$ cat config.mk
export PLATFORM = sky130hd
export DESIGN_NAME = flash_selfprog_ctrl
export DESIGN_NICKNAME = d
export VERILOG_FILES = /design/src/rtl/fsp_pkg.sv /design/src/rtl/fsp_key_unlock.sv /design/src/rtl/fsp_latch_bank.sv /design/src/rtl/fsp_op_sequencer.sv /design/src/rtl/flash_selfprog_ctrl.sv
export SDC_FILE = /design/constraint.sdc
export NUM_CORES = 1
export LEC_CHECK = 0
export ABC_AREA = 1
export CAP_MARGIN = 30
export CORE_MARGIN = 2
export CORE_UTILIZATION = 50
export CTS_CLUSTER_DIAMETER = 100
export DETAILED_ROUTE_END_ITERATION = 8
export PLACE_DENSITY = 0.8
export SLEW_MARGIN = 25
export SYNTH_ARGS = -nofsm -noshare
export SYNTH_HDL_FRONTEND = slang
export SYNTH_SLANG_ARGS = --single-unit
$ cat constraint.sdc
create_clock -name clk -period 2.6 [get_ports clk]
set_input_delay 0.39 -clock clk [delete_from_list [all_inputs] [get_ports clk]]
set_output_delay 0.39 -clock clk [all_outputs]
set_load 0.01 [all_outputs]
$ cat src/rtl/fsp_pkg.sv
// Shared constants and state types for the flash self-programming controller.
// Assumes 14-bit program words and byte-wide register access.
package fsp_pkg;
    localparam int WORD_W = 14;
    localparam logic [WORD_W-1:0] WORD_ONES = '1;

    localparam logic [2:0] SEL_ADDR_LO = 3'd0;
    localparam logic [2:0] SEL_ADDR_HI = 3'd1;
    localparam logic [2:0] SEL_DATA_LO = 3'd2;
    localparam logic [2:0] SEL_DATA_HI = 3'd3;
    localparam logic [2:0] SEL_CTRL    = 3'd4;
    localparam logic [2:0] SEL_KEY     = 3'd5;

    localparam int CB_START = 0;
    localparam int CB_WEN   = 1;
    localparam int CB_ERASE = 2;
    localparam int CB_LONLY = 3;
    localparam int CB_PMEM  = 4;
    localparam int CB_KERR  = 5;

    localparam logic [7:0] KEY_FIRST  = 8'h55;
    localparam logic [7:0] KEY_SECOND = 8'hAA;

    typedef enum logic [1:0] {SQ_IDLE, SQ_SETUP, SQ_BUSY} seq_state_t;
    typedef enum logic [1:0] {KU_IDLE, KU_HALF, KU_ARMED} key_state_t;
endpackage

$ cat src/rtl/fsp_key_unlock.sv
// Unlock tracker: follows the two-byte key on the register bus.
// Assumes acc pulses once per register write; key_acc marks a write to the
// key register that is allowed to count (no operation running).
module fsp_key_unlock
    import fsp_pkg::*;
(
    input  logic       clk,
    input  logic       rst_n,
    input  logic       acc,
    input  logic       key_acc,
    input  logic [7:0] wdata,
    output logic       armed
);
    key_state_t st;

    // Advance on the expected byte; any other register write drops to idle.
    always_ff @(posedge clk) begin
        if (!rst_n) begin
            st <= KU_IDLE;
        end else if (acc) begin
            if (key_acc && wdata == KEY_FIRST)
                st <= KU_HALF;
            else if (key_acc && wdata == KEY_SECOND && st == KU_HALF)
                st <= KU_ARMED;
            else
                st <= KU_IDLE;
        end
    end

    assign armed = (st == KU_ARMED);

    // the unlock is consumed by whatever register write follows it.
    p_armed_drops_r2: assert property (@(posedge clk) disable iff (!rst_n)
        (armed && acc) |=> !armed);
endmodule

$ cat src/rtl/fsp_latch_bank.sv
// Bank of N program-word write latches.
// Assumes load and clear are never asserted together; clear presets all to ones.
module fsp_latch_bank
    import fsp_pkg::*;
#(
    parameter int N = 16
) (
    input  logic                  clk,
    input  logic                  rst_n,
    input  logic                  load,
    input  logic [$clog2(N)-1:0]  idx,
    input  logic [WORD_W-1:0]     word,
    input  logic                  clear,
    output logic [N*WORD_W-1:0]   flat
);
    localparam int IDX_W = $clog2(N);

    for (genvar g = 0; g < N; g++) begin : g_lat
        logic [WORD_W-1:0] q;

        // Hold one word: preset on reset or commit, capture on a matching load.
        always_ff @(posedge clk) begin
            if (!rst_n || clear)
                q <= WORD_ONES;
            else if (load && idx == IDX_W'(g))
                q <= word;
        end

        assign flat[g*WORD_W +: WORD_W] = q;
    end

    // a commit leaves every latch erased-state ones.
    p_ones_after_clear_r6: assert property (@(posedge clk) disable iff (!rst_n)
        clear |=> (flat == '1));
endmodule

$ cat src/rtl/fsp_op_sequencer.sv
// Timing sequencer for block writes and row erases: a setup phase, then a
// stalled program phase of PROG_CYCLES, then a registered finish pulse.
// Assumes go is only raised while idle and SETUP_CYCLES >= 1.
module fsp_op_sequencer
    import fsp_pkg::*;
#(
    parameter int SETUP_CYCLES = 2,
    parameter int PROG_CYCLES  = 4000
) (
    input  logic clk,
    input  logic rst_n,
    input  logic go,
    output logic active,
    output logic stall,
    output logic ending,
    output logic fin
);
    localparam int MAXC  = (PROG_CYCLES > SETUP_CYCLES) ? PROG_CYCLES : SETUP_CYCLES;
    localparam int CNT_W = $clog2(MAXC + 1);
    localparam logic [CNT_W-1:0] LAST_S = CNT_W'(SETUP_CYCLES - 1);
    localparam logic [CNT_W-1:0] LAST_P = CNT_W'(PROG_CYCLES - 1);

    seq_state_t       st;
    logic [CNT_W-1:0] cnt;

    // Phase state and cycle counter.
    always_ff @(posedge clk) begin
        if (!rst_n) begin
            st  <= SQ_IDLE;
            cnt <= '0;
        end else begin
            case (st)
                SQ_IDLE: if (go) begin
                    st  <= SQ_SETUP;
                    cnt <= '0;
                end
                SQ_SETUP: if (cnt == LAST_S) begin
                    st  <= SQ_BUSY;
                    cnt <= '0;
                end else begin
                    cnt <= cnt + 1'b1;
                end
                SQ_BUSY: if (cnt == LAST_P) begin
                    st  <= SQ_IDLE;
                    cnt <= '0;
                end else begin
                    cnt <= cnt + 1'b1;
                end
                default: st <= SQ_IDLE;
            endcase
        end
    end

    // Registered end-of-operation pulse.
    always_ff @(posedge clk) begin
        if (!rst_n) fin <= 1'b0;
        else        fin <= ending;
    end

    assign active = (st != SQ_IDLE);
    assign stall  = (st == SQ_BUSY);
    assign ending = (st == SQ_BUSY) && (cnt == LAST_P);

    // the finish pulse lasts one cycle.
    p_fin_single_r8: assert property (@(posedge clk) disable iff (!rst_n)
        fin |=> !fin);
    // stall only begins after the setup phase.
    p_stall_after_setup_r8: assert property (@(posedge clk) disable iff (!rst_n)
        $rose(stall) |-> $past(st == SQ_SETUP));
endmodule

$ cat src/rtl/flash_selfprog_ctrl.sv
// Flash self-programming write controller: register file, key gating,
// write latches and operation sequencing toward an external flash array.
// Assumes the processor honours cpu_stall; writes during an operation are dropped.
module flash_selfprog_ctrl
    import fsp_pkg::*;
#(
    parameter int ADDR_W       = 12,
    parameter int LATCHES      = 16,
    parameter int ROW_WORDS    = 32,
    parameter int SETUP_CYCLES = 2,
    parameter int PROG_CYCLES  = 4000
) (
    input  logic                       clk,
    input  logic                       rst_n,
    input  logic                       reg_we,
    input  logic [2:0]                 reg_sel,
    input  logic [7:0]                 reg_wdata,
    output logic [7:0]                 reg_rdata,
    output logic                       cpu_stall,
    output logic                       op_done,
    output logic                       fl_we,
    output logic                       fl_erase,
    output logic [ADDR_W-1:0]          fl_addr,
    output logic [LATCHES*WORD_W-1:0]  fl_data
);
    localparam int IDX_W = $clog2(LATCHES);
    localparam int HI_W  = ADDR_W - 8;
    localparam logic [ADDR_W-1:0] BLK_MASK = ~ADDR_W'(LATCHES - 1);
    localparam logic [ADDR_W-1:0] ROW_MASK = ~ADDR_W'(ROW_WORDS - 1);

    logic [ADDR_W-1:0] addr_q;
    logic [WORD_W-1:0] data_q;
    logic start_q, wen_q, erase_q, lonly_q, pmem_q, kerr_q;
    logic op_erase_q, latch_done_q;
    logic [ADDR_W-1:0] op_base_q;

    logic busy, seq_ending, seq_fin, armed;
    logic wr_ok, start_wr, go_ok, accept, refuse, long_op, lat_load, lat_clear;

    assign wr_ok    = reg_we && !busy;
    assign start_wr = wr_ok && reg_sel == SEL_CTRL && reg_wdata[CB_START];
    assign go_ok    = start_wr && reg_wdata[CB_WEN] && reg_wdata[CB_PMEM];
    assign accept   = go_ok && armed;
    assign refuse   = go_ok && !armed;
    assign long_op  = reg_wdata[CB_ERASE] || !reg_wdata[CB_LONLY];
    assign lat_load = accept && !reg_wdata[CB_ERASE];
    assign lat_clear = seq_fin && !op_erase_q;

    fsp_key_unlock u_key (
        .clk     (clk),
        .rst_n   (rst_n),
        .acc     (reg_we),
        .key_acc (reg_sel == SEL_KEY && !busy),
        .wdata   (reg_wdata),
        .armed   (armed)
    );

    fsp_latch_bank #(.N(LATCHES)) u_lat (
        .clk   (clk),
        .rst_n (rst_n),
        .load  (lat_load),
        .idx   (addr_q[IDX_W-1:0]),
        .word  (data_q),
        .clear (lat_clear),
        .flat  (fl_data)
    );

    fsp_op_sequencer #(.SETUP_CYCLES(SETUP_CYCLES), .PROG_CYCLES(PROG_CYCLES)) u_seq (
        .clk    (clk),
        .rst_n  (rst_n),
        .go     (accept && long_op),
        .active (busy),
        .stall  (cpu_stall),
        .ending (seq_ending),
        .fin    (seq_fin)
    );

    // Register file writes, control-bit updates and end-of-operation clears.
    always_ff @(posedge clk) begin
        if (!rst_n) begin
            addr_q  <= '0;
            data_q  <= '0;
            start_q <= 1'b0;
            wen_q   <= 1'b0;
            erase_q <= 1'b0;
            lonly_q <= 1'b0;
            pmem_q  <= 1'b0;
            kerr_q  <= 1'b0;
        end else begin
            if (wr_ok) begin
                case (reg_sel)
                    SEL_ADDR_LO: addr_q[7:0] <= reg_wdata;
                    SEL_ADDR_HI: addr_q[ADDR_W-1:8] <= reg_wdata[HI_W-1:0];
                    SEL_DATA_LO: data_q[7:0] <= reg_wdata;
                    SEL_DATA_HI: data_q[WORD_W-1:8] <= reg_wdata[WORD_W-9:0];
                    SEL_CTRL: begin
                        wen_q   <= reg_wdata[CB_WEN];
                        erase_q <= reg_wdata[CB_ERASE];
                        lonly_q <= reg_wdata[CB_LONLY];
                        pmem_q  <= reg_wdata[CB_PMEM];
                        start_q <= accept && long_op;
                    end
                    default: ;
                endcase
            end
            if (accept)      kerr_q <= 1'b0;
            else if (refuse) kerr_q <= 1'b1;
            if (seq_ending) begin
                start_q <= 1'b0;
                erase_q <= 1'b0;
            end
        end
    end

    // Operation descriptor captured at an accepted start.
    always_ff @(posedge clk) begin
        if (!rst_n) begin
            op_erase_q   <= 1'b0;
            op_base_q    <= '0;
            latch_done_q <= 1'b0;
        end else begin
            latch_done_q <= accept && !long_op;
            if (accept && long_op) begin
                op_erase_q <= reg_wdata[CB_ERASE];
                op_base_q  <= reg_wdata[CB_ERASE] ? (addr_q & ROW_MASK) : (addr_q & BLK_MASK);
            end
        end
    end

    // Read-back multiplexer; the key register reads as zero.
    always_comb begin
        case (reg_sel)
            SEL_ADDR_LO: reg_rdata = addr_q[7:0];
            SEL_ADDR_HI: reg_rdata = 8'(addr_q[ADDR_W-1:8]);
            SEL_DATA_LO: reg_rdata = data_q[7:0];
            SEL_DATA_HI: reg_rdata = 8'(data_q[WORD_W-1:8]);
            SEL_CTRL:    reg_rdata = {2'b00, kerr_q, pmem_q, lonly_q, erase_q, wen_q, start_q};
            default:     reg_rdata = 8'h00;
        endcase
    end

    assign op_done  = latch_done_q || seq_fin;
    assign fl_we    = seq_fin;
    assign fl_erase = seq_fin && op_erase_q;
    assign fl_addr  = op_base_q;

    // writes arriving during the stall leave the registers untouched.
    p_busy_ignores_regs_r9: assert property (@(posedge clk) disable iff (!rst_n)
        (cpu_stall && reg_we) |=> ($stable(addr_q) && $stable(data_q)));
    // the start bit has cleared by the time done is reported.
    p_start_clear_r8: assert property (@(posedge clk) disable iff (!rst_n)
        op_done |-> !start_q);
    // a flash commit only follows the stalled program phase.
    p_flash_after_stall_r8: assert property (@(posedge clk) disable iff (!rst_n)
        fl_we |-> $past(cpu_stall));
endmodule

Yosys cells after proc, flatten, opt, wreduce, memory -nomap -nowiden
Index checks and enable logic that the tools add are counted.

word-level totals
  bits in registers = 287
  bits in latches = 0
  memory bits (writable) = 0
  memory bits (read-only) = 0
  output and inout port bits = 248
  logic and storage cells = 135
  memories = 0

operators by class
  $add $sub $neg = 1
  multiply operators = 0
  divide/modulo/power cells = 0
  magnitude comparators = 0
  eq/ne operators = 31
  shift-type cells = 0
  muxes and demuxes = 12
  bitwise logic cells = 1
  reductions and logical operators = 57

operator list
  operator                 number
  $pmux W8 S5              1
  $mux W12                 3
  $pmux W12 S3             1
  $logic_and A1 B1 Y1      33
  $eq A4 B4 Y1 const B     8
  $eq A4 B3 Y1 const B     4
  $add A12 B1 Y12 const B  1
  $eq A12 B1 Y1 const B    1
  $eq A12 B12 Y1 const B   1
  $reduce_and A2 Y1        6
  $mux W2                  5
  $eq A4 B2 Y1 const B     2
  $eq A8 B7 Y1 const B     1
  $eq A8 B8 Y1 const B     1
  $logic_not A1 Y1         7
  $eq A3 B2 Y1 const B     2
  $eq A3 B3 Y1 const B     2
  $ne A2 B1 Y1 const B     3
  $pmux W2 S3              1
  $mux W5                  1
  $eq A2 B1 Y1 const B     2
  $eq A2 B2 Y1 const B     2
  $eq A4 B1 Y1 const B     1
  $logic_not A4 Y1         1
  other kinds (9)          12

Longest topological paths before layout
Gate-level depths: netlist of run 1.

  word-level depth = 11
  gate-level depth with buffers = 13
  gate-level depth less buffers = 12

Cells and area by module
Synthesis of run 1 repeated with hierarchy kept, for this count alone.

second synthesis, totals
  cells, all modules = 1,496
  area, all modules = 11,288.3 µm²

by module, submodules not included
  module               instances  cells each  area an instance (µm²)
  fsp_latch_bank       1          1,054       8,210.4
  flash_selfprog_ctrl  1          261         1,881.8
  fsp_op_sequencer     1          149         1,031.0
  fsp_key_unlock       1          32          165.2

Worst setup path after synthesis of run 1
OpenSTA, ideal clock, no wires.

  path kind = register to register
  from = reg u_seq.st[0]
  to = reg u_lat.g_lat[13].q[10]
  arrival = 1,861 ps
  path slack = 606 ps
  stages on the path, launching flop included = 14
  path buffers = 2
  clock period less this slack = 1,994 ps
  cell sequence = dfxtp_1 -> inv_1 -> ha_1 -> nand2_1 -> inv_2 -> nand3_4 -> nor3_2 -> nand2_1 -> nor2_4 -> buf_8 -> nand2_4 -> buf_6 -> nand2_1 -> nand3_1

on the way
  cells in the longest elaborated chain, start to end = 10

ends and longest elaborated chain
  element                           RTL line                   text
  start, declared                   fsp_op_sequencer.sv:23     seq_state_t st;
  start signal, assigned            fsp_op_sequencer.sv:29     st <= SQ_IDLE;
  start signal, assigned            fsp_op_sequencer.sv:34     st <= SQ_SETUP;
  start signal, assigned            fsp_op_sequencer.sv:38     st <= SQ_BUSY;
  $reduce_bool A2 Y1                fsp_op_sequencer.sv:60     assign active = (st != SQ_IDLE);
  $logic_not A1 Y1                  flash_selfprog_ctrl.sv:40  assign wr_ok = reg_we && !busy;
  $logic_and A1 B1 Y1               flash_selfprog_ctrl.sv:40
  $logic_and A1 B1 Y1 (2 in a row)  flash_selfprog_ctrl.sv:41  assign start_wr = wr_ok && reg_sel == SEL_CTRL && reg_wdata[CB_START];
  $logic_and A1 B1 Y1 (2 in a row)  flash_selfprog_ctrl.sv:42  assign go_ok = start_wr && reg_wdata[CB_WEN] && reg_wdata[CB_PMEM];
  $logic_and A1 B1 Y1               flash_selfprog_ctrl.sv:43  assign accept = go_ok && armed;
  $logic_and A1 B1 Y1               flash_selfprog_ctrl.sv:46  assign lat_load = accept && !reg_wdata[CB_ERASE];
  $logic_and A1 B1 Y1               fsp_latch_bank.sv:25       else if (load && idx == IDX_W'(g))
  end signal, assigned              fsp_latch_bank.sv:26       q <= word;
  end, declared                     fsp_latch_bank.sv:19       logic [WORD_W-1:0] q;

No other way between the ends.
A chain may end at the register's enable or synchronous reset.

Worst setup path in the final report of run 1
  from = in reg_sel[0]
  to = out reg_rdata[7]

on the way
  cells in the longest elaborated chain, start to end = 2
  elaborated cells on any way between the ends = 6
  those cells by class = eq/ne: 4; mux: 1; reduce/logical: 1

ends and longest elaborated chain
  element                                     RTL line                    text
  start, declared                             flash_selfprog_ctrl.sv:16   input logic [2:0] reg_sel,
  $eq A3 B3 Y1, or another cell as far along  flash_selfprog_ctrl.sv:132  case (reg_sel)
  $pmux W8 S5 (*)                             flash_selfprog_ctrl.sv:132
  end, declared                               flash_selfprog_ctrl.sv:18   output logic [7:0] reg_rdata,

Every way passes the cells marked *; elsewhere a longest branch is shown, timed or not.

==> metrics.txt, run 1 <==
CTS Buffer Depth 3; via count 11220; Cell Rows 55; slowest stage delay, CP 0.57 ns; # diodes 0; Initial Utilization 0.5074; I/O pins 262; Cells after Synth 1476; pin count of the biggest net entering global routing 70; Clock Skew 0.009051 ns; met2 global-route usage 0.4851; Post-synth EDFFs 0; flop2flop setup slack 0.30 ns; complex-gate fraction of the synthesized area 0.04581; Die Footprint 0.02406 mm²; H-tree depth 1; Top Usage Layer GRT met2; vias in the first global route 10460; Syn. warnings 0; most common cell after layout, fill and taps aside nand3_1; most frequent cells in the layout 480 x nand3_1, 313 x nand2_1, 283 x dfxtp_1, 251 x clkdlybuf4s50_1, 74 x nor2_1; multiplexer share of the synthesized area 0; Finish-stage setup viols 0; CP max FO 6; DR DRC count 0; synthesis-stage register bit count 283; initial drt markers 965; die height 155.1 µm; total track usage 0.2936; first-pass GRT wire length 56.57 mm; number of CTS-inserted buffers 29; CTS tree built; kind of critical path input port to output pin; Synth Area in Adders 0.007671; XOR/XNOR Fraction of Synth Area 0.002301; RSZ-0062 raised after global routing true; post-route ant nets 0; Die Width 155.1 µm; Post-Place Setup Slack -0.03928 ns; Cell Area, Synth 0.01142 mm²; Post-CTS Hold Buffers 0; post-synthesis async set-or-reset flop share 0; final core occ 0.6819; Port Buf Inserts 257; Clk Latency, worst-skew pair 0.53 ns; Synth area leader dfxtp_1; root buf cell clkbuf_16; GR Util met1 0.3799; fillers 1803; fin crit share 0.9632; post-synthesis simple-gate area fraction 0.3646; Relative slew margins 0.6107; length of the first detailed-routing pass in iterations 5; Max Fclk 0.3993 GHz; initial antenna violation count 0; distinct cell type count after synthesis 34; main combinational cell family by area after synthesis simple AND/OR/NAND/NOR gates; Worst Tran Pin Value 0.5823 ns; core footprint 0.02250 mm²; sequential fraction of the synthesis area 0.4962; Pins Over Slew Limit 0; area grow syn2layout 34.40%; Clock Sinks 283; Max-Cap Viols 0; final worst slack 0.09566 ns; Worst EP required 2.21 ns; leakage 7.175 nW; overflow left after global routing 0; Worst Hold Class flop to flop; Routed wire per std cell 18.09 µm; ys flop type dfxtp_1; layout cell share with drive strength beyond 1 0.08641; vias per std cell 5.552; outcome finished clean; Synth top area share 0.4962; syn_area_per_cell 7.735 µm²; CP endpoint kind output pin; Power Density 583.0 mW/mm²; Synth area leaders dfxtp_1 50%, nand3_1 21%, nand2_1 10%; CP Cell Sequence clkdlybuf4s50_1, buf_4, nor2_4, nand2_2, buf_4, o21ai_0, clkdlybuf4s50_1; CP delay by family, top buffers and inverters; fin crit period 2.504 ns; sequential cell area 0.005665 mm²; Worst Setup Start Kind input port; critical-path cell with the highest stage delay clkdlybuf4s50_1; Clk pin slew, worst setup/hold paths 0.06 ns; Detailed Place HPWL 24.62 mm; Final #Nets 1737; critical path buffer and inverter count 4; Max VDD drop 0.0004624 V; crit path DAT 2.11 ns; Final Hold Vio Count 0; RD Place Congestion 0.9608; grt met3 use 0.04791; DRT Wirelength 36.56 mm; multi-input combinational cell area 0.004828 mm²
[synthesized netlist by cell type (5+ instances only)]
cell,n
nand3_1,480
buf_6,21
clkbuf_1,76
buf_2,5
nor2_1,74
nand2_1,314
inv_1,53
buf_1,5
dfxtp_1,283
nand4_1,5
o21ai_0,40
ha_1,7
buf_4,22
a21oi_1,46
nand2_4,14
[worst register-to-register path, cell delays in order, from the launching register on]
cell	delay [ns]
dfxtp_1	0.34
inv_1	0.11
ha_1	0.22
nand2_1	0.15
inv_2	0.12
nand3_4	0.07
nor3_2	0.16
nand2_1	0.14
nor2_4	0.13
buf_12	0.18
nand2_1	0.32
nand2_1	0.16
nand3_1	0.08
[registers in the layout, indices dropped and copies added, names as in the netlist]
signal / flops
u_seq.st: 2
op_erase_q: 1
lonly_q: 1
kerr_q: 1
start_q: 1
data_q: 14
fl_addr: 8
addr_q: 12
u_seq.cnt: 12
u_key.st: 2
u_seq.fin: 1
wen_q: 1
erase_q: 1
u_lat.g_lat.q: 224
pmem_q: 1
latch_done_q: 1
[path summary, 6_finish.rpt]
path,startpoint,end,depth (start not counted)
hold reg to reg,u_lat.g_lat[10].q[7],u_lat.g_lat[10].q[7],2
setup reg to reg,u_seq.st[1],u_lat.g_lat[0].q[0],12
hold / removal,u_lat.g_lat[10].q[7],u_lat.g_lat[10].q[7],2
setup / recovery,reg_sel[0],reg_rdata[7],7
[power breakdown]
part,switching (mW),internal [mW]
logic,0.246,0.0934
clock network,1.68,2.56
registers,0.0124,4.35
[timing repair]
item	4_1_cts	5_1_grt
setup endpoints to repair	2	6
gates resized for setup	3	5
buffers inserted	0	0
pin swaps	0	0
[metrics by stage]
step                total power, mW  hold WS, ns  area, µm²  TNS (ns)  cells
floorplan                     4.632       0.4301      11430         0   1479
global placement              4.790       0.4382      14350   -0.1548   1970
detailed placement            4.791       0.4421      14350  -0.04185   1970
CTS                           8.982       0.4575      15330         0   2021
global route                  9.182       0.4750      15340  -0.07166   2021
finish                        8.947       0.4541      15340         0   2021
[cell type report]
cell class                 count  area share
clock inverter                 8    0.007991
tap                          285     0.02324
sequential                   283      0.3692
inverter                      54     0.01321
multi-input combinational   1012      0.3147
clock buffer                  43     0.05594
timing repair buffer         336      0.2158
[per-layer routing]
layer	vias to the layer above	routed length, µm
met5	-	0
met4	0	1735
met3	126	2949
met2	486	17020
met1	5208	14860
li1	5400	-
[cells by family after synthesis]
kind of cell    after synthesis
compound gates               97
xor+xnor                      3
fa+ha+maj                     7
buf+inv                     184
flops                       283
other cells                   1
simple gates                901
Power figures use the tool's default switching activity.
==> inputs of run 2 (changes only) <==
SYNTH_HIERARCHICAL = 1   (was default)
==> run 2 against run 1 <==
  * Utilization is 1.7 points higher
  * First-iteration DRC count grew 9.3%
  * Via count is 2.5% higher
  * Fmax is 0.49% lower
  * Largest cell class unchanged
==> metrics.txt, run 2 <==
outcome finished clean; critical path's most frequent cell clkdlybuf4s50_1; initial antenna violation count 0 (unchanged); Cell Area, Synth 0.01129 mm² (-1.1%); CTS tree built; leakage 6.822 nW (-4.9%); CP Cell Sequence clkdlybuf4s50_1, inv_1, nor2_1, nand2_2, o211ai_1, clkdlybuf4s50_1; initial drt markers 1055 (+9.3%); die height 154.3 µm (-0.55%); Initial Utilization 0.5141 (+0.006707); Port Buf Inserts 257 (unchanged); crit path DAT 2.13 ns (+0.02 ns); final core occ 0.6987 (+0.01679); Synth area leaders dfxtp_1 50%, nand2_1 14%, nand3_1 12%; Worst Hold Class flop to flop; core footprint 0.02196 mm² (-2.4%); I/O pins 262 (unchanged); fillers 1732 (-3.9%); Synth area leader dfxtp_1; Largest Register u_lat/g_lat.q; Max-Cap Viols 0 (unchanged); sequential fraction of the synthesis area 0.5019 (+0.005665); DR DRC count 0 (unchanged); CP delay by family, top buffers and inverters; layout cell share with drive strength beyond 1 0.1010 (+0.01456); Final Hold Vio Count 0 (unchanged); Clock Skew 0.01593 ns (+0.006877 ns); syn_area_per_cell 7.546 µm² (-2.5%); max FFs per register 224 (unchanged); kind of critical path input port to output pin; placed cell count 1988 (+0.91%); most frequent cells in the layout 414 x nand2_1, 283 x dfxtp_1, 267 x nand3_1, 255 x clkdlybuf4s50_1, 97 x nand4_1; Finish-stage setup viols 0 (unchanged); Worst EP required 2.21 ns (about the same); Die Footprint 0.02379 mm² (-1.1%); number of CTS-inserted buffers 28 (-3.4%); H-tree depth 1 (unchanged); total track usage 0.3013 (+0.007688); Clk pin slew, worst setup/hold paths 0.06 ns (about the same); Regs by FF count u_lat/g_lat.q (224), data_q (14); length of the first detailed-routing pass in iterations 5 (unchanged); Die Width 154.3 µm (-0.55%); RD Place Congestion 0.9005 (-6.3%); fin crit share 0.9680 (+0.004777); top cells by count, synth 415 x nand2_1, 283 x dfxtp_1, 268 x nand3_1; Final #Nets 1762 (+1.4%); cell with the most instances after synthesis nand2_1; CTS Buffer Depth 3 (unchanged); vias in the first global route 10700 (+2.3%); Relative slew margins 0.6238 (+0.01304); post-synthesis async set-or-reset flop share 0 (unchanged); Cells after Synth 1496 (+1.4%); Cell Rows 54 (-1.8%); Max VDD drop 0.0004728 V (+2.2%); area grow syn2layout 35.91%; Clock Sinks 283 (unchanged); DRT Wirelength 37.64 mm (+2.9%); Max Fclk 0.3973 GHz (-0.49%); CP endpoint kind output pin; overflow left after global routing 0 (unchanged); first-pass GRT wire length 57.79 mm (+2.2%); via count 11500 (+2.5%); most common cell after layout, fill and taps aside nand2_1; # diodes 0 (unchanged); CP max FO 5 (-1); Detailed Place HPWL 24.88 mm (+1.1%); Worst Tran Pin Value 0.5630 ns (-0.01926 ns); critical-path cell with the highest stage delay clkdlybuf4s50_1; Routed wire per std cell 18.42 µm (+1.8%); Syn. warnings 6 (+6); fin crit period 2.517 ns (+0.01242 ns); Clk Latency, worst-skew pair 0.54 ns (about the same); Pins Over Slew Limit 0 (unchanged); slowest stage delay, CP 0.60 ns (+0.03 ns); Synth top area share 0.5019 (+0.005665); Post-synth EDFFs 0 (unchanged); distinct cell type count after synthesis 39 (+15%); pin count of the biggest net entering global routing 102 (+46%); post-route ant nets 0 (unchanged); Power Density 620.5 mW/mm² (+6.4%); Non-Filler Instances 2043 (+1.1%); vias per std cell 5.630 (+1.4%); ys flop type dfxtp_1; root buf cell clkbuf_16; synthesis-stage register bit count 283 (unchanged); Worst Setup Start Kind input port; critical path buffer and inverter count 3 (-1); RSZ-0062 raised after global routing false
run 2: cell count changes after synthesis, moves of 14 or more:
| cell | change |
|---|---|
| buf_2 | +30 |
| nand2_1 | +101 |
| o21ai_0 | +23 |
| nand4_1 | +92 |
| clkbuf_1 | -14 |
| buf_4 | -15 |
| nand3_1 | -212 |
| buf_6 | -20 |
run 2: cell type report:
cell class | instances | area, µm² | area share
sequential | 283 | 5665 | 0.3693
multi-input combinational | 1023 | 4857 | 0.3166
timing repair buffer | 336 | 3258 | 0.2124
clock buffer | 38 | 819.5 | 0.05342
tap | 280 | 350.3 | 0.02283
inverter | 69 | 260.3 | 0.01696
clock inverter | 14 | 131.4 | 0.008563
run 2: timing repair:
action,4_1_cts,5_1_grt
buffers inserted,0,2
hold buffers,0,0
gates resized for setup,1,14
gates cloned,0,1
setup endpoints to repair,1,182
pin swaps,0,2
run 2: where the power goes:
part	switching, mW	total, mW	internal [mW]	leakage, nW
registers	0.0375	4.42	4.38	2.29
clock network	1.71	4.12	2.41	0.468
logic	0.698	0.986	0.288	4.06
total	2.45	9.52	7.07	6.82
run 2: path summary, 6_finish.rpt:
check                                     startpoint                   end  slack [ns]  cells past startpoint
worst max register to register           u_seq/st[1]   u_lat/g_lat[3].q[7]        0.20                     12
worst min-delay path            u_lat/g_lat[2].q[11]  u_lat/g_lat[2].q[11]        0.46                      2
worst min register to register  u_lat/g_lat[2].q[11]  u_lat/g_lat[2].q[11]        0.46                      2
worst max-delay path                      reg_sel[0]          reg_rdata[1]        0.08                      6
run 2: tightest hold or removal path, cell delays in order (launching register included):
cell and delay, ns:
dfxtp_1 0.33, nand2_1 0.05, nand3_1 0.05
run 2: layer usage:
layer / wire (µm) / part of all wire / track usage / vias up
met5: 0 / 0 / 0 / -
met4: 1620 / 0.043 / 0.1301 / 0
met3: 3431 / 0.091 / 0.05632 / 101
met2: 17200 / 0.46 / 0.4877 / 609
met1: 15380 / 0.41 / 0.3967 / 5364
li1: - / - / - / 5429
run 2: cell families (layout without fill, tap and decap cells):
kind of cell / after synthesis / count (layout) / synth area share
buffers and inverters: 193 / 457 / 0.07216
DFF: 283 / 283 / 0.5019
xor gates and xnor gates: 1 / 1 / 0.0007760
adders and majority gates: 7 / 7 / 0.007758
other: 1 / 4 / 0.0003322
AOI/OAI and AO/OA: 107 / 107 / 0.04944
and+or+nand+nor: 904 / 904 / 0.3677
run 2: through the flow:
step | setup WS [ns] | cell area (µm²) | TNS (ns) | power [mW] | hold slack, ns
detailed placement | -0.01112 | 14320 | -0.02965 | 5.464 | 0.4413
global route | 0.01277 | 15340 | 0 | 9.800 | 0.4791
floorplan | 0.2685 | 11300 | 0 | 5.105 | 0.4369
finish | 0.08324 | 15340 | 0 | 9.519 | 0.4584
CTS | 0.007699 | 15270 | 0 | 9.510 | 0.4573
global placement | -0.02639 | 14320 | -0.04500 | 5.447 | 0.4377
==> inputs of run 3 (changes only) <==
CELL_PAD_IN_SITES_DETAIL_PLACEMENT = 1   (was default)
CELL_PAD_IN_SITES_GLOBAL_PLACEMENT = 1   (was default)
CORE_UTILIZATION = 36   (was 50)
PLACE_DENSITY = default   (was 0.8)
PLACE_DENSITY_LB_ADDON = 0.1   (was default)
==> run 3 against run 2 <==
  * Sequential share of layout area fell by 0.72 points
  * Utilization fell by 19 points
  * Sequential power barely moved
  * Wire length rose by 14%
  * Clock-buffer cell count rose by 8
  * Fmax rose by 0.13%
  * Combinational power rose by 13%
  * Flip-flop and latch count did not move
  * Total power rose by 3.0%
  * Register-to-register slack got worse by 0.02 ns
  * First-iteration DRC count fell by 25%
  * Clock power rose by 4%
  * Critical endpoint is now reg_rdata[0]
  * Largest cell class unchanged
==> metrics.txt, run 3 (synthesized netlist as in run 2, its figures left out) <==
outcome finished clean; # diodes 0 (unchanged); Cell Rows 64 (+19%); Max Fclk 0.3978 GHz (+0.13%); I/O pins 262 (unchanged); leakage 6.901 nW (+1.2%); Clk pin slew, worst setup/hold paths 0.06 ns (about the same); slowest stage delay, CP 0.54 ns (-0.06 ns); Port Buf Inserts 257 (unchanged); die height 181.1 µm (+17%); CTS tree built; r2r endpoint u_lat/g_lat[7].q[7]; max FFs per register 224 (unchanged); Hold Path Origin reg_sel[0]; first-pass GRT wire length 66.77 mm (+16%); Max-Cap Viols 0 (unchanged); Largest Register u_lat/g_lat.q; fin crit period 2.514 ns (-0.003229 ns); Worst Hold Class input port to flop; Overall Power 9.803 mW (+3.0%); Max VDD drop 0.0004562 V (-3.5%); number of CTS-inserted buffers 31 (+11%); Post-CTS Setup Bufs 0 (unchanged); critical path buffer and inverter count 4 (+1); fillers 3774 (+120%); overflow left after global routing 0 (unchanged); CP max FO 5 (unchanged); pin count of the biggest net entering global routing 55 (-46%); Worst EP required 2.21 ns (about the same); final core occ 0.5088 (-0.1899); critical-path cell with the highest stage delay clkdlybuf4s50_1; Initial Utilization 0.3671 (-0.1470); DR DRC count 0 (unchanged); kind of critical path input port to output pin; sequential cell area 0.005665 mm² (unchanged); Pins Over Slew Limit 0 (unchanged); area grow syn2layout 38.61%; Regs by FF count u_lat/g_lat.q (224), data_q (14); Final Hold Vio Count 0 (unchanged); Die Footprint 0.03279 mm² (+38%); Finish-stage setup viols 0 (unchanged); RSZ-0062 raised after global routing false; Worst Tran Pin Value 0.5774 ns (+0.01437 ns); Power Density 626.6 mW/mm² (+0.98%); DRT Wirelength 43.07 mm (+14%); Worst Setup Start Kind input port; CP Cell Sequence clkdlybuf4s50_1, nor2_4, nand2_2, inv_1, nand2_1, o21ai_1, inv_1, nand4_1, clkdlybuf4s50_1; Die Width 181.1 µm (+17%); layout cell share with drive strength beyond 1 0.1027 (+0.001729); worst hold endpoint wen_q; initial drt markers 788 (-25%); flop2flop setup slack 0.18 ns (-0.02 ns); Routed wire per std cell 19.78 µm (+7.3%); Post-CTS Resized 0 (-1); Clk Latency, worst-skew pair 0.56 ns (+0.02 ns); most frequent cells in the layout 415 x nand2_1, 283 x dfxtp_1, 267 x nand3_1, 256 x clkdlybuf4s50_1, 97 x nand4_1; length of the first detailed-routing pass in iterations 5 (unchanged); CTS Buffer Depth 3 (unchanged); Reg2Reg Launch Point u_seq/st[0]; vias in the first global route 11440 (+6.9%); post-route ant nets 0 (unchanged); most common cell after layout, fill and taps aside nand2_1; Final #Nets 1779 (+0.96%); core footprint 0.03075 mm² (+40%); multi-input combinational cell area 0.004852 mm² (-0.10%); Relative slew margins 0.6147 (-0.009116); CP endpoint kind output pin; H-tree depth 1 (unchanged); hold path cells 4 (+2); placed instance area 0.01464 mm² (+2.3%); vias per std cell 5.220 (-7.3%); initial antenna violation count 0 (unchanged); fin area 0.01565 mm² (+2.0%); RD Place Congestion 0.8667 (-3.8%); CP delay by family, top buffers and inverters; Detailed Place HPWL 29.24 mm (+18%); fin crit share 0.9667 (-0.001242); root buf cell clkbuf_16; via count 11370 (-1.2%); R2R cell count 14 (+2); crit path DAT 2.12 ns (about the same); Post-CTS Hold Buffers 0 (unchanged); total track usage 0.2573 (-0.04403); Clock Skew 0.01012 ns (-0.005807 ns); Clock Sinks 283 (unchanged)
-- run 3: changes by cell type in the layout (fill, tap and decap cells not counted), moves of 4 or more --
cell / change
clkbuf_1: +8
inv_1: +4
buf_4: +12
inv_2: -4
buf_12: +4
-- run 3: metrics by stage --
step                      hold WS, ns  setup TNS [ns]  cells  setup WS, ns
after global routing           0.3413               0   2178       0.01397
after CTS                      0.4603               0   2178       0.04134
after detailed placement       0.4446          -8.469   2121       -0.1181
after floorplan                0.4369               0   1499        0.2685
after global placement         0.4372               0   2121       0.01648
final                          0.3264               0   2178       0.08647
-- run 3: where the power goes --
group	switching [mW]	internal, mW
registers	0.0400	4.38
clock network	1.77	2.51
logic	0.750	0.362
total	2.56	7.25
-- run 3: worst register-to-register path, stage by stage (launching register included) --
cell and delay (ns):
dfxtp_1 0.33, inv_1 0.13, ha_1 0.21, inv_1 0.11
nor2_4 0.15, nand4_4 0.10, nor2_4 0.14, nand2_2 0.09
nor2_4 0.22, nand3_1 0.11, buf_4 0.22, nor2_1 0.11
buf_4 0.21, nand2_1 0.11, nand3_1 0.12
-- run 3: worst max path at each step --
stage	from	to	slack, ns	depth (start not counted)
2_1_floorplan	u_seq/st[0]	u_lat/g_lat[5].q[0]	0.27	15
3_3_place_gp	reg_we	u_lat/g_lat[5].q[6]	0.02	13
3_5_place_dp	reg_we	u_lat/g_lat[5].q[6]	-0.12	12
4_1_cts	reg_sel[0]	reg_rdata[0]	0.04	8
5_1_grt	reg_sel[1]	reg_rdata[4]	0.01	6
6_report	reg_sel[1]	reg_rdata[0]	0.09	9
-- run 3: per-layer routing --
layer,vias to the layer above,GRT usage,routed length [µm]
li1,5461,-,-
met1,5518,0.3478,19480
met2,320,0.4285,19980
met3,71,0.03830,2406
met4,0,0.07154,1206
met5,-,0,0
-- run 3: area by class of cell --
| type | instances | share of cell area |
|---|---|---|
| clock buffers | 46 | 0.05574 |
| inverters | 69 | 0.01663 |
| well taps | 396 | 0.03167 |
| repair buffers | 350 | 0.2166 |
| clock inverters | 11 | 0.007117 |
| flip-flops and latches | 283 | 0.3621 |
| multi-input cells | 1023 | 0.3101 |
